## src/rtl/flash_eow_status.sv

```systemverilog
module flash_eow_status #(
  parameter int AW         = 6,
  parameter int DW         = 16,
  parameter int SEC_W      = 2,
  parameter int BLK_W      = 4,
  parameter int PROG_CYC   = 20,
  parameter int ERASE_CYC  = 40,
  parameter int CHIP_CYC   = 80,
  parameter int SETTLE_CYC = 5
) (
  input  logic          clk,
  input  logic          rst_n,
  input  logic          op_start,
  input  logic [1:0]    op_kind,
  input  logic [AW-1:0] op_addr,
  input  logic [DW-1:0] op_data,
  input  logic          bank_en_n,
  input  logic          out_en_n,
  input  logic          wr_en_n,
  input  logic [AW-1:0] rd_addr,
  output logic [DW-1:0] rd_data,
  output logic          busy
);
  localparam int DEPTH   = 1 << AW;
  localparam int LONGEST = (PROG_CYC > ERASE_CYC)
                           ? ((PROG_CYC > CHIP_CYC) ? PROG_CYC : CHIP_CYC)
                           : ((ERASE_CYC > CHIP_CYC) ? ERASE_CYC : CHIP_CYC);
  localparam int TW = $clog2(LONGEST + 1);
  localparam int SW = $clog2(SETTLE_CYC + 1);
  localparam logic [1:0] K_PROG = 2'b00, K_SEC = 2'b01, K_BLK = 2'b10;

  logic [DW-1:0] mem [DEPTH];
  logic          busy_q, tog_q, rd_q;
  logic [TW-1:0] left_q;
  logic [SW-1:0] settle_q;
  logic [1:0]    kind_q;
  logic [AW-1:0] addr_q;
  logic [DW-1:0] data_q;

  wire rd_on  = !bank_en_n && !out_en_n && wr_en_n;
  wire accept = op_start && !busy_q;
  wire finish = busy_q && (left_q == TW'(1));

  function automatic logic [TW-1:0] span(input logic [1:0] k);
    case (k)
      K_PROG:       span = TW'(PROG_CYC);
      K_SEC, K_BLK: span = TW'(ERASE_CYC);
      default:      span = TW'(CHIP_CYC);
    endcase
  endfunction

  always_ff @(posedge clk or negedge rst_n) begin
    if (!rst_n) begin
      busy_q   <= 1'b0;
      left_q   <= '0;
      settle_q <= '0;
      kind_q   <= K_PROG;
      addr_q   <= '0;
      data_q   <= '0;
    end else if (accept) begin
      busy_q   <= 1'b1;
      left_q   <= span(op_kind);
      settle_q <= '0;
      kind_q   <= op_kind;
      addr_q   <= op_addr;
      data_q   <= op_data;
    end else if (busy_q) begin
      left_q <= left_q - TW'(1);
      if (finish) begin
        busy_q   <= 1'b0;
        settle_q <= SW'(SETTLE_CYC);
      end
    end else if (settle_q != '0) begin
      settle_q <= settle_q - SW'(1);
    end
  end

  always_ff @(posedge clk or negedge rst_n) begin
    if (!rst_n) begin
      tog_q <= 1'b0;
      rd_q  <= 1'b0;
    end else begin
      rd_q <= rd_on;
      if (busy_q && rd_on && !rd_q) tog_q <= ~tog_q;
    end
  end

  always_ff @(posedge clk or negedge rst_n) begin
    if (!rst_n) begin
      for (int i = 0; i < DEPTH; i++) mem[i] <= '1;
    end else if (finish) begin
      for (int i = 0; i < DEPTH; i++) begin
        logic [AW-1:0] ia;
        ia = AW'(i);
        case (kind_q)
          K_PROG: if (ia == addr_q) mem[i] <= data_q;
          K_SEC:  if (ia[AW-1:SEC_W] == addr_q[AW-1:SEC_W]) mem[i] <= '1;
          K_BLK:  if (ia[AW-1:BLK_W] == addr_q[AW-1:BLK_W]) mem[i] <= '1;
          default: mem[i] <= '1;
        endcase
      end
    end
  end

  always_comb begin
    rd_data = '0;
    if (rd_on) begin
      if (busy_q) begin
        rd_data[7] = (kind_q == K_PROG) ? ~data_q[7] : 1'b0;
        rd_data[6] = tog_q;
      end else if (settle_q != '0) begin
        rd_data[7] = mem[rd_addr][7];
        rd_data[6] = tog_q;
      end else begin
        rd_data = mem[rd_addr];
      end
    end
  end

  assign busy = busy_q;
endmodule

```

## config.mk

```make
export PLATFORM = sky130hd
export DESIGN_NAME = flash_eow_status
export DESIGN_NICKNAME = d
export VERILOG_FILES = /design/src/rtl/flash_eow_status.sv
export SDC_FILE = /design/constraint.sdc
export NUM_CORES = 2
export LEC_CHECK = 0
export BUFFER_PORTS_ARGS = -buffer_cell sky130_fd_sc_hd__buf_4
export CAP_MARGIN = 0
export CORE_ASPECT_RATIO = 0.6
export CORE_MARGIN = 2
export CORE_UTILIZATION = 30
export DETAILED_ROUTE_END_ITERATION = 8
export SYNTH_ARGS = -nofsm -noshare
export SYNTH_HDL_FRONTEND = slang
export SYNTH_SLANG_ARGS = --single-unit
```

## constraint.sdc

```tcl
create_clock -name clk -period 3.6 [get_ports clk]
set_input_delay 0.18 -clock clk [delete_from_list [all_inputs] [get_ports clk]]
set_output_delay 0.18 -clock clk [all_outputs]
set_load 0.1 [all_outputs]
```

==> metrics.yaml <==
floorplan:
  num_rows: 114
  dieHeight_um: 316.9
  dieArea_um2: 166500
  io_pins: 53
  initial_core_util: 0.3031
  die_w_um: 525.4
  coreArea_um2: 161500
layout:
  nets: 4210
  utilization: 0.3429
  design_area_um2: 55370
  drive_gt1_frac: 0.4257
  nFillCells: 15820
  areaGrowthSynthToFinish_pct: 13.14
clock_tree:
  clockBufferDepth: 3
  cts_tree: "yes"
  root_buffer: "clkbuf_16"
  clock_latency_ns: 0.74
  clk_pin_slew_ns: 0.06
  cts_buffers: 93
  cts.sinks: 1061
  h-tree-depth: 3
worst_setup_path:
  end_kind: "output pin"
  worstSetupPathType: "reg -> out"
  critPathMaxFanout: 14
  r2r-start: "left_q[3]$_DFFE_PN0P_"
  worst_r2r_path_depth: 9
  cp.required_ns: 3.42
  worst_ep_arrival_time_ns: 3.23
  critPathLaunch: "settle_q[0]$_DFFE_PN0P_"
  cp-start-kind: "flip-flop"
grt:
  gr-usage-met3: 0.05452
  overflow: 0
  grt_use_met2: 0.2266
  grt_pass1_vias: 31939
  grt_max_degree: 164
  grt_first_pass_wirelength_mm: 212.5
  grtUsageMet1: 0.2607
  grt_use_total: 0.1693
  top_usage_layer: "met1"
  antenna_found_initial: 10
yosys:
  seq_area_frac_synth: 0.5687
  ys_top_cells_by_area: "dfstp_2, mux4_2, a21oi_1"
  synth_top_area_cell: "dfstp_2"
  synth_top_area_share: 0.5498
  syn_nets: 4256
  synth_cell_types: 51
  synth_warnings: 0
  synth_edf_count: 0
  synthesis.area_um2: 48940
  synth_ff_type: "dfstp_2"
  synthesis.instances: 4214
  ys_async_sr_fraction: 1.000
  avgSynthCellArea_um2: 11.61
  ys_ff_latch: 1061
power_and_ir_drop:
  peakVddDrop_v: 0.0007897
  power_density_nw_per_um2: 871.6
  p_leak_nw: 20.49
worst_hold_path:
  hp-start: "out_en_n"
  holdCritPathClass: "in -> reg"
  hold_depth: 6
routing:
  wire_per_inst_um: 22.08
  drt-pass1-iter-count: 6
  drt-initial-drc-count: 3037
  vias: 32786
  drc_errors: 0
  drtAntennaViolNets: 0
  via_per_inst: 5.129
  wirelength_mm: 141.1
timing:
  slew_headroom: 0.3363
  finClkSkew_ns: 0.03085
  totalNegativeSetupSlack_ns: 0
  worst_pin_slew_ns: 0.9956
  slew_viol_final: 0
  finalCritPeriodShare: 0.9464
  fmax_mhz: 293.5
  hold-worst-slack_ns: 0.05439
  fin_ws_ns: 0.1931
  report.final.setup_viol: 0
  min_period_ns: 3.407
  hold_viol: 0
  rsz0062_at_grt: "no"
place:
  io_buffers: 52
  hpwl_mm: 89.60
  gp_congestion: 0.8601
  postPlaceCellArea_um2: 51890
  dp_slack_ns: 0.3809
job:
  drv_cap: 0
outcome:
  outcome: "finished, final reports clean"
[worst paths after layout]
| kind | endpoint | slack (ns) |
|---|---|---|
| hold reg to reg | mem[644]$_DFFE_PN1P_ | 0.46 |
| setup / recovery | rd_data[15] | 0.19 |
| setup reg to reg | mem[245]$_DFFE_PN1P_ | 0.53 |
| max in group asynchronous | mem[713]$_DFFE_PN1P_ | 2.27 |
| hold / removal | tog_q$_DFFE_PN0P_ | 0.05 |
| min in group asynchronous | mem[94]$_DFFE_PN1P_ | 0.15 |
[metrics by stage]
step / cells / total power [mW]
after floorplan: 4214 / 32.08
after global placement: 6190 / 36.99
after detailed placement: 6190 / 37.57
after CTS: 6390 / 48.26
after global routing: 6392 / 50.95
final: 6392 / 48.26
[cell usage after synthesis, types with 28 or more instances]
master,instances
mux4_2,300
nor2_1,947
nand2_1,201
a21oi_4,54
o21ai_1,28
a21oi_1,928
o21ai_0,95
dfstp_2,1024
mux2i_1,44
buf_2,112
buf_4,128
dfrtp_1,37
clkbuf_1,135
[sequential cells by signal, summed over array words and instances (netlist names)]
| signal | cells |
|---|---|
| tog_q | 1 |
| left_q | 7 |
| busy | 1 |
| data_q | 16 |
| addr_q | 6 |
| mem | 1024 |
| settle_q | 3 |
| kind_q | 2 |
| rd_q | 1 |
[worst max-delay path, cell delays in order, from the launching register on]
cell and delay (ns):
dfrtp_1 0.37, inv_1 0.10, ha_1 0.21, nor3b_2 0.23
nand2_2 0.15, or2_4 0.36, a211o_1 0.37, a21oi_1 0.16
a221o_1 0.21, buf_4 0.32
[routing by layer]
metal / up-vias / wire length, µm
met2: 1083 / 56400
met5: - / 57
met4: 4 / 2448
li1: 14612 / -
met3: 155 / 13520
met1: 16932 / 68710
[layout by cell type, fill, tap and decap left out, types with 4 or more instances in the layout]
cell type and n:
a211o_1 4, a21o_1 4, a21oi_1 928, a21oi_4 54, a221o_1 6, a22oi_1 8, buf_12 49, buf_4 169
buf_8 4, bufinv_16 7, clkbuf_1 30, clkbuf_16 93, clkbuf_8 21, clkinv_2 13, dfrtp_1 37, dfstp_2 1024
dlygate4sd3_1 28, ha_1 6, inv_1 16, mux2_2 25, mux2i_1 44, mux4_2 300, nand2_1 200, nand2b_1 5
nand3_1 13, nor2_1 931, nor2_4 16, nor2b_1 6, nor3_1 7, o21ai_0 94, o21ai_1 29, o21ai_4 4
o22ai_1 15
[power by group]
part           total (mW)  switching (mW)  internal [mW]
Combinational        14.8            8.80           6.04
Sequential           22.9            2.80           20.1
Clock                10.5            4.75           5.78
Total                48.3            16.3           31.9
[final cells by class]
| class | count | area [µm²] | area share |
|---|---|---|---|
| Inverter | 18 | 67.56 | 0.001220 |
| Clock buffer | 144 | 2729 | 0.04929 |
| Clock inverter | 28 | 429.2 | 0.007751 |
| Multi-Input combinational cell | 2742 | 19010 | 0.3434 |
| Antenna cell | 1 | 2.502 | 0.00004520 |
| Timing Repair Buffer | 252 | 2613 | 0.04718 |
| Sequential cell | 1061 | 27830 | 0.5027 |
| Tap cell | 2146 | 2685 | 0.04850 |
[timing repair]
action	in CTS	in global routing
hold endpoints to repair	130	0
setup buffers	0	1
gates resized for setup	3	6
hold buffers	28	0
pin swaps	0	0
setup endpoints to repair	4	5
[cells by family after synthesis]
| family | count (synthesis) | share of synthesized area |
|---|---|---|
| multiplexers | 369 | 0.1528 |
| adder cells (fa/ha/maj) | 6 | 0.001534 |
| AND/OR/NAND/NOR | 1198 | 0.09457 |
| buffers and inverters | 411 | 0.04620 |
| AO/OA/AOI/OAI | 1167 | 0.1358 |
| XOR/XNOR | 2 | 0.0003580 |
| flip-flops | 1061 | 0.5687 |
Note: power is estimated with default switching activity, not from simulation.
